`src/rtl/clkctl_pkg.sv`:
```
package clkctl_pkg;

    localparam int RATIO_W = 3;
    localparam int NUM_FIELDS = 4;

    localparam logic [11:0] OFS_SRC   = 12'h000;
    localparam logic [11:0] OFS_MSTAT = 12'h200;
    localparam logic [11:0] OFS_DIV0  = 12'h300;
    localparam logic [11:0] OFS_DIV1  = 12'h304;
    localparam logic [11:0] OFS_DST0  = 12'h400;
    localparam logic [11:0] OFS_DST1  = 12'h404;

    localparam int CORE_SEL_BIT = 16;
    localparam int PERF_SEL_BIT = 20;
    localparam int MSTAT_LSB    = 16;

    typedef enum logic [2:0] {
        MUXC_MAIN   = 3'd1,
        MUXC_ALT    = 3'd2,
        MUXC_MOVING = 3'd4
    } mux_code_e;

    // field index: 0 core, 1 trace, 2 copy, 3 perfmon
    function automatic int field_lsb(input int idx);
        case (idx)
            0: return 0;
            1: return 16;
            2: return 0;
            default: return 4;
        endcase
    endfunction

    // which divider register a field lives in (0 or 1)
    function automatic int field_reg(input int idx);
        return (idx >= 2) ? 1 : 0;
    endfunction

endpackage

```
`src/rtl/settle_timer.sv`:
```
module settle_timer #(
    parameter int CNT_W = 8
) (
    input  logic             clk,
    input  logic             rst,
    input  logic             start,
    input  logic [CNT_W-1:0] load,
    output logic             busy
);
    logic [CNT_W-1:0] cnt;

    always_ff @(posedge clk) begin
        if (rst) begin
            busy <= 1'b0;
            cnt  <= '0;
        end else if (start) begin
            busy <= 1'b1;
            cnt  <= load;
        end else if (busy) begin
            if (cnt <= CNT_W'(1)) begin
                busy <= 1'b0;
            end else begin
                cnt <= cnt - CNT_W'(1);
            end
        end
    end

endmodule

```
`src/rtl/mux_tracker.sv`:
```
module mux_tracker
    import clkctl_pkg::*;
#(
    parameter int CNT_W = 8
) (
    input  logic             clk,
    input  logic             rst,
    input  logic             wr_en,
    input  logic             sel_new,
    input  logic [CNT_W-1:0] settle,
    output logic             sel,
    output mux_code_e        code
);
    logic start;
    logic busy;

    assign start = wr_en && (sel_new != sel);

    always_ff @(posedge clk) begin
        if (rst)        sel <= 1'b0;
        else if (wr_en) sel <= sel_new;
    end

    settle_timer #(.CNT_W(CNT_W)) u_tmr (
        .clk(clk), .rst(rst), .start(start), .load(settle), .busy(busy)
    );

    always_comb begin
        if (busy)     code = MUXC_MOVING;
        else if (sel) code = MUXC_ALT;
        else          code = MUXC_MAIN;
    end

    // a changing select write shows the moving code next cycle
    p_switch_moving_r3: assert property (@(posedge clk) disable iff (rst)
        (wr_en && sel_new != sel) |=> (code == MUXC_MOVING));

    // an unchanged select write while settled keeps the code
    p_same_keeps_r5: assert property (@(posedge clk) disable iff (rst)
        (wr_en && sel_new == sel && code != MUXC_MOVING) |=> $stable(code));

    // the code is always one of the three legal values
    p_code_legal_r4: assert property (@(posedge clk) disable iff (rst)
        $countones(code) == 1);

    // leaving the moving state lands on the selected parent
    p_settle_target_r4: assert property (@(posedge clk) disable iff (rst)
        ($past(code) == MUXC_MOVING && code != MUXC_MOVING) |->
        (code == (sel ? MUXC_ALT : MUXC_MAIN)));

endmodule

```
`src/rtl/div_field.sv`:
```
module div_field
    import clkctl_pkg::*;
#(
    parameter int CNT_W = 8
) (
    input  logic               clk,
    input  logic               rst,
    input  logic               wr_en,
    input  logic [RATIO_W-1:0] val_new,
    input  logic [CNT_W-1:0]   settle,
    output logic [RATIO_W-1:0] ratio,
    output logic               busy
);
    logic start;

    assign start = wr_en && (val_new != ratio);

    always_ff @(posedge clk) begin
        if (rst)        ratio <= '0;
        else if (wr_en) ratio <= val_new;
    end

    settle_timer #(.CNT_W(CNT_W)) u_tmr (
        .clk(clk), .rst(rst), .start(start), .load(settle), .busy(busy)
    );

    // a changed ratio raises busy on the next cycle
    p_change_busy_r7: assert property (@(posedge clk) disable iff (rst)
        (wr_en && val_new != ratio) |=> busy);

    // an identical write while idle leaves busy clear
    p_same_idle_r8: assert property (@(posedge clk) disable iff (rst)
        (wr_en && val_new == ratio && !busy) |=> !busy);

    // the ratio only moves on a write
    p_ratio_hold_r6: assert property (@(posedge clk) disable iff (rst)
        !wr_en |=> $stable(ratio));

endmodule

```
`src/rtl/clkctl_bank.sv`:
```
module clkctl_bank
    import clkctl_pkg::*;
#(
    parameter int ADDR_W = 12,
    parameter int DATA_W = 32,
    parameter int CNT_W  = 8
) (
    input  logic               clk,
    input  logic               rst,
    input  logic               bus_we,
    input  logic [ADDR_W-1:0]  bus_addr,
    input  logic [DATA_W-1:0]  bus_wdata,
    output logic [DATA_W-1:0]  bus_rdata,
    input  logic [CNT_W-1:0]   mux_settle,
    input  logic [CNT_W-1:0]   div_settle,
    output logic               core_src_alt,
    output logic               perfmon_src,
    output logic [2:0]         core_ratio,
    output logic [2:0]         trace_ratio,
    output logic [2:0]         copy_ratio,
    output logic [2:0]         perfmon_ratio
);
    logic hit_src, hit_mstat, hit_div0, hit_div1, hit_dst0, hit_dst1;
    mux_code_e mcode;
    logic [RATIO_W-1:0] ratio [NUM_FIELDS];
    logic [NUM_FIELDS-1:0] fbusy;
    logic [DATA_W-1:0] div_word [2];
    logic [DATA_W-1:0] dst_word [2];

    assign hit_src   = (bus_addr == ADDR_W'(OFS_SRC));
    assign hit_mstat = (bus_addr == ADDR_W'(OFS_MSTAT));
    assign hit_div0  = (bus_addr == ADDR_W'(OFS_DIV0));
    assign hit_div1  = (bus_addr == ADDR_W'(OFS_DIV1));
    assign hit_dst0  = (bus_addr == ADDR_W'(OFS_DST0));
    assign hit_dst1  = (bus_addr == ADDR_W'(OFS_DST1));

    always_ff @(posedge clk) begin
        if (rst)                  perfmon_src <= 1'b0;
        else if (bus_we && hit_src) perfmon_src <= bus_wdata[PERF_SEL_BIT];
    end

    mux_tracker #(.CNT_W(CNT_W)) u_mux (
        .clk(clk), .rst(rst),
        .wr_en(bus_we && hit_src),
        .sel_new(bus_wdata[CORE_SEL_BIT]),
        .settle(mux_settle),
        .sel(core_src_alt),
        .code(mcode)
    );

    for (genvar gi = 0; gi < NUM_FIELDS; gi++) begin : g_field
        localparam int LSB = field_lsb(gi);
        localparam int REG = field_reg(gi);
        logic wr_hit;
        assign wr_hit = bus_we && ((REG == 0) ? hit_div0 : hit_div1);
        div_field #(.CNT_W(CNT_W)) u_fld (
            .clk(clk), .rst(rst),
            .wr_en(wr_hit),
            .val_new(bus_wdata[LSB +: RATIO_W]),
            .settle(div_settle),
            .ratio(ratio[gi]),
            .busy(fbusy[gi])
        );
    end

    always_comb begin
        div_word[0] = '0;
        div_word[1] = '0;
        dst_word[0] = '0;
        dst_word[1] = '0;
        for (int i = 0; i < NUM_FIELDS; i++) begin
            div_word[field_reg(i)][field_lsb(i) +: RATIO_W] = ratio[i];
            dst_word[field_reg(i)][field_lsb(i)] = fbusy[i];
        end
    end

    always_comb begin
        bus_rdata = '0;
        if (hit_src) begin
            bus_rdata[CORE_SEL_BIT] = core_src_alt;
            bus_rdata[PERF_SEL_BIT] = perfmon_src;
        end else if (hit_mstat) begin
            bus_rdata[MSTAT_LSB +: 3] = mcode;
        end else if (hit_div0) begin
            bus_rdata = div_word[0];
        end else if (hit_div1) begin
            bus_rdata = div_word[1];
        end else if (hit_dst0) begin
            bus_rdata = dst_word[0];
        end else if (hit_dst1) begin
            bus_rdata = dst_word[1];
        end
    end

    assign core_ratio    = ratio[0];
    assign trace_ratio   = ratio[1];
    assign copy_ratio    = ratio[2];
    assign perfmon_ratio = ratio[3];

    // status and unmapped writes leave the performance-monitor select alone
    p_src_only_r9: assert property (@(posedge clk) disable iff (rst)
        (!(bus_we && hit_src)) |=> $stable(perfmon_src));

    // any changed ratio write keeps the field busy next cycle
    p_restart_r10: assert property (@(posedge clk) disable iff (rst)
        (bus_we && hit_div0 && bus_wdata[2:0] != core_ratio) |=> fbusy[0]);

endmodule

```
`config.mk`:
```
export PLATFORM = sky130hd
export DESIGN_NAME = clkctl_bank
export DESIGN_NICKNAME = d
export VERILOG_FILES = /design/src/rtl/clkctl_pkg.sv /design/src/rtl/settle_timer.sv /design/src/rtl/mux_tracker.sv /design/src/rtl/div_field.sv /design/src/rtl/clkctl_bank.sv
export SDC_FILE = /design/constraint.sdc
export NUM_CORES = 1
export LEC_CHECK = 0
export ABC_CLOCK_PERIOD_IN_PS = 7300
export BUFFER_PORTS_ARGS = -buffer_cell sky130_fd_sc_hd__buf_4
export CELL_PAD_IN_SITES_DETAIL_PLACEMENT = 1
export CELL_PAD_IN_SITES_GLOBAL_PLACEMENT = 1
export CORE_AREA = 4 4 102 104
export DETAILED_ROUTE_END_ITERATION = 10
export DIE_AREA = 0 0 106 108
export GPL_ROUTABILITY_DRIVEN = 0
export PLACE_DENSITY_LB_ADDON = 0.1
export SKIP_CTS_REPAIR_TIMING = 1
export SYNTH_ARGS = -nofsm -noshare
export SYNTH_HDL_FRONTEND = slang
export SYNTH_HIERARCHICAL = 1
export SYNTH_SLANG_ARGS = --single-unit
```
`constraint.sdc`:
```
create_clock -name clk -period 7.3 [get_ports clk]
set_input_delay 1.46 -clock clk [delete_from_list [all_inputs] [get_ports clk]]
set_output_delay 1.46 -clock clk [all_outputs]
set_load 0.05 [all_outputs]
```
[Yosys cells after proc, flatten, opt, wreduce, memory -nomap -nowiden]
Index checks and enable logic that the tools add are counted.
Operators by class
  add/subtract/negate cells: 5
  $lt $le $gt $ge: 5
  eq/ne operators: 15
  mux-type cells: 44
  reductions and logical operators: 19
Operator list (count)
  2-to-1 mux 8 bit: 15
  2-to-1 mux 32 bit: 2
  <= comparator 8 x 1 -> 1 bit, second input constant: 5
  subtractor 8 x 1 -> 8 bit, second input constant: 5
  == test 12 x 10 -> 1 bit, second input constant: 3
  2-to-1 mux 16 bit: 2
  == test 12 x 11 -> 1 bit, second input constant: 2
  2-to-1 mux 1 bit: 17
  2-to-1 mux 17 bit: 1
  2-to-1 mux 13 bit: 1
  logical NOT 12 bit: 1
  != test 3 bit: 4
  2-to-1 mux 11 bit: 1
  != test 2 x 1 -> 1 bit, second input constant: 5
  AND reduction 2 bit: 5
  nonzero test 2 bit: 5
  2-to-1 mux 3 bit: 3
  logical AND 1 bit: 8
  2-to-1 mux 5 bit: 1
  2-to-1 mux 2 bit: 1
  != test 1 bit: 1
Word-level totals
  bits in registers: 59
  bits of input ports: 63
  output and inout port bits: 46
  logic and storage cells: 104

[Depth between registers and ports, before layout]
  word-level depth: 7
  depth in mapped cells: 9
  mapped depth without buffers: 8

[By module]
The synthesis kept the hierarchy.
Modules (own cells, without submodules)
  settle_timer at g_field[0].u_fld.u_tmr ...: instances 3, cells each 62, area an instance 519.2 um^2, seq. area each 180.2 um^2
  settle_timer at g_field[3].u_fld.u_tmr ...: instances 2, cells each 62, area an instance 551.8 um^2, seq. area each 180.2 um^2
  div_field: instances 4, cells each 13, area an instance 136.4 um^2, seq. area each 60.1 um^2
  clkctl_bank: instances 1, cells each 71, area an instance 513.0 um^2, seq. area each 20.0 um^2
  mux_tracker: instances 1, cells each 8, area an instance 66.3 um^2, seq. area each 20.0 um^2

[Worst setup path before layout]
No wires, ideal clock.
  path kind: input to output
  start: input bus_addr[10]
  end: output bus_rdata[16]
  arrival time: 3.665 ns
  data required time: 5.840 ns
  setup slack: 2.175 ns
  stages: 4
  buffers on the path: 1
  cell sequence: buf_2 > or3b_2 > a2bb2oi_1 > nor4_1
Between the ends
  longest elaborated chain between the ends: 6
  elaborated cells on any way between the ends: 10
  those cells by class: eq/ne: 4; mux: 5; reduce/logical: 1
Ends and longest elaborated chain
  start: declaration: RTL line clkctl_bank.sv:11  | input logic [ADDR_W-1:0] bus_addr,
  == test 12 x 11 -> 1 bit: RTL line clkctl_bank.sv:34  | assign hit_dst0 = (bus_addr == ADDR_W'(OFS_DST0));
  2-to-1 mux 17 bit: RTL line clkctl_bank.sv:88  | end else if (hit_dst0) begin
  2-to-1 mux 32 bit: RTL line clkctl_bank.sv:86  | end else if (hit_div1) begin
  2-to-1 mux 32 bit: RTL line clkctl_bank.sv:84  | end else if (hit_div0) begin
  2-to-1 mux 3 bit: RTL line clkctl_bank.sv:82  | end else if (hit_mstat) begin
  2-to-1 mux 1 bit *: RTL line clkctl_bank.sv:79  | if (hit_src) begin
  end: declaration: RTL line clkctl_bank.sv:13  | output logic [DATA_W-1:0] bus_rdata,
Mark *: on every way between the ends. The rest lies on a longest branch, timed or not.

[Final worst setup path]
  start: input bus_addr[5]
  end: output bus_rdata[5]
Between the ends
  longest elaborated chain between the ends: 5
  elaborated cells on any way between the ends: 8
  those cells by class: eq/ne: 3; mux: 4; reduce/logical: 1
Ends and longest elaborated chain
  == test 12 x 10 -> 1 bit: RTL line clkctl_bank.sv:33  | assign hit_div1 = (bus_addr == ADDR_W'(OFS_DIV1));
  2-to-1 mux 32 bit: RTL line clkctl_bank.sv:86
  2-to-1 mux 32 bit: RTL line clkctl_bank.sv:84
  2-to-1 mux 16 bit: RTL line clkctl_bank.sv:82
  2-to-1 mux 16 bit *: RTL line clkctl_bank.sv:79
Marks and branches as above.

==> summary.md <==
| Metric | Value |
|---|---|
| CTS Buffer Depth | 2 |
| Share of cells above drive strength 1 | between 20% and 30% |
| Core box area | about 9500 um2 |
| Async SR Flop Fraction | 0% |
| Die height | approximately 110 um |
| Setup TNS | 0 ns |
| Placed insts | 624 |
| Most common library cells after synthesis | dfxtp_1 (59), nor2_1 (51), inv_1 (32), a21oi_1 (23), buf_4 (23) |
| Clock power frac | a little over two fifths |
| CP max FO | 5 |
| Clock-pin slew on the worst setup and hold paths | 0.06 ns |
| Syn-to-layout area delta | 18.08% |
| Post-synth top flop | dfxtp_1 |
| Crit Path Category | primary input to primary output |
| Max-slew violations | 0 |
| CP Launch Type | primary input |
| Largest net degree at the start of global routing | between 70 and 80 |
| Yosys cell types | between 50 and 60 |
| Logic pwr share | approximately a tenth |
| Initial DRT Pass Iterations | 4 |
| Seq/Total Area, Yosys | between 30% and 40% |
| Ys Warns | 6 |
| Worst Clk Skew | around 0.008 ns |
| GRT Util Overall | between 10% and 20% |
| FF+latch count, synth | 59 |
| Post-synth top area cell | dfxtp_1 |
| Main area contributors after synthesis | dfxtp_1 (31%), nor2_1 (5.1%), buf_4 (4.6%), mux2i_1 (4.5%), xor2_1 (4.4%) |
| Antenna diodes | 0 |
| Die width | 106 um |
| CP Data Required Time | slightly below 6 ns |
| CTS tree | done |
| PwrDens | roughly 160 nW/um2 |
| DP Wirelength | between 7 and 8 mm |
| Worst skew pair latency | ~0.34 ns |
| Via/cell ratio | 5.487 |
| Hold WS | approximately 0.5 ns |
| Seq pwr share | between 40% and 50% |
| Non-filler cells in the finished layout | roughly 640 |
| Via count | 3,506 |
| NetSw | between 0.00015 and 0.0002 W |
| Max Clock Freq | about 0.21 GHz |
| Root Buffer | clkbuf_8 |
| Worst hold path class | register to register |
| Most common cell in the netlist | dfxtp_1 |
| RSZ-0062 raised after global routing | false |
| Initial DRC count | between 80 and 90 |
| Nets | 575 |
| # IOs | approximately 110 |
| Outcome | finished, final reports clean |
| # DRC | 0 |
| Share of Yosys cell area claimed by the top area cell type | 31.20% |
| # setup viols final | 0 |
| Initial core utilization | between 30% and 40% |
| Initial antenna violation count | 0 |
| Total gr overflow | 0 |
| Port bufs | 64 |
| Post-layout min period | roughly 4.7 ns |
| Worst setup EP type | primary output |
| H-tree levels | 3 |
| First-pass GRT wire length | around 17 mm |
| Peak supply drop | 0.07752 mV |
| Die ar. | 11,450 um2 |
| CTS sink cnt | 59 |
| Internal power | 0.0005162 W |
| Lkg Pwr | 1.736 nW |
| Wirelength per Cell | approximately 16 um |
| Final period util | about 65% |
| Worst-Margin Slew | about 0.79 ns |
| Antenna-violating nets left | 0 |
| Sw frac | approximately 26% |
| Post-synth EDFFs | 0 |
| Synth Instances | 441 |
| Vias in the first global route | about 3,600 |
| TritonCTS Buffers | 9 |
| Slew headroom | approximately 47% |
| Syn avg cell area | around 8.6 um2 |
| DRT Wirelength | between 10 and 15 mm |
| Synthesized area | about 3800 um2 |
| Row count | 36 |
| Total of max-cap violations | 0 |
| Final Hold Fails | 0 |
| Critical Path AT | roughly 3.3 ns |
## state kept, by name (all words and copies together), names as in the netlist
| signal | count |
|---|---|
| g_field.u_fld/ratio | 12 |
| g_field.u_fld/u_tmr/busy | 4 |
| g_field.u_fld/u_tmr/cnt | 32 |
| perfmon_src | 1 |
| u_mux/sel | 1 |
| u_mux/u_tmr/busy | 1 |
| u_mux/u_tmr/cnt | 8 |
## layout by cell type, fill, tap and decap left out, drive strengths merged, types with 4 or more instances in the layout
master  Yosys  layout
buf        33      64
dfxtp      59      59
nor2       51      51
inv        32      32
a21oi      23      23
conb        1      22
nand2      19      19
xor2       19      19
mux2i      17      17
nor3       16      16
or3        16      16
clkbuf      0      13
o31a       11      11
a211oi     11      11
ha         10      10
or4        10      10
a221oi      9       9
o31ai       9       9
or4b        7       7
o311ai      6       6
o21ai       6       6
nand2b      5       5
nor3b       5       5
xnor2       5       5
a311oi      4       4
and2        4       4
nor4b       4       4
## metrics by stage
stage          area, um2  total power, W  utilization [%]  setup WS (ns)
2_1_floorplan       3865       0.0003778                -          2.175
3_3_place_gp        4277       0.0003964            44.79          2.538
3_5_place_dp        4277       0.0003972            44.79          2.509
4_1_cts             4471       0.0007049            46.82          2.513
5_1_grt             4471       0.0007240            46.82          2.406
6_report            4471       0.0006950            46.82          2.580
## cell families after synthesis
| family | after synthesis | synth area share (%) |
|---|---|---|
| compound gates | 106 | 21.38 |
| xor+xnor | 24 | 5.552 |
| flops | 59 | 31.20 |
| fa+ha+maj | 10 | 3.305 |
| other cells | 1 | 0.09905 |
| mux | 18 | 4.792 |
| buf+inv | 67 | 9.386 |
| simple gates | 156 | 24.29 |
## routing by layer
layer / track usage [%] / vias up / part of all wire, % / routed length [um]
met1: 23.99 / 1697 / 47 / 4852
li1: - / 1716 / - / -
met3: 6.269 / 10 / 6.2 / 642
met5: 0 / - / 0 / 0
met4: 6.013 / 0 / 1.4 / 144
met2: 30.24 / 83 / 46 / 4777
## final timing paths
path / start / to / slack, ns / cells after the start
hold reg to reg: perfmon_src$_SDFFE_PP0P_ / perfmon_src$_SDFFE_PP0P_ / 0.51 / 2
setup reg to reg: g_field[2].u_fld/u_tmr/busy$_SDFF_PP0_ / g_field[2].u_fld/u_tmr/cnt[5]$_SDFFE_PP0P_ / 5.27 / 4
hold / removal: perfmon_src$_SDFFE_PP0P_ / perfmon_src$_SDFFE_PP0P_ / 0.51 / 2
setup / recovery: bus_addr[5] / bus_rdata[5] / 2.58 / 5
## critical path: stages
cell and delay, ns:
buf_4 0.11, or4_4 0.56, nor4_1 0.68, and2_2 0.26, buf_4 0.19
## layout make-up
cell class	instances	area (um2)
Sequential cell	59	1181
Tap cell	133	166.4
Clock inverter	2	35.03
Fill cell	1194	5079
Multi-Input combinational cell	336	2328
Timing Repair Buffer	64	480.5
Inverter	32	120.1
Clock buffer	13	158.9
## power by group through the flow
stage / registers, W / logic, W / clock network [W]
floorplan: 0.000329 / 0.0000486 / 0
global placement: 0.000329 / 0.0000672 / 0
detailed placement: 0.000329 / 0.0000681 / 0
CTS: 0.000322 / 0.0000683 / 0.000315
global route: 0.000322 / 0.0000731 / 0.000329
finish: 0.000322 / 0.0000679 / 0.000305
Power figures use the tool's default switching activity.
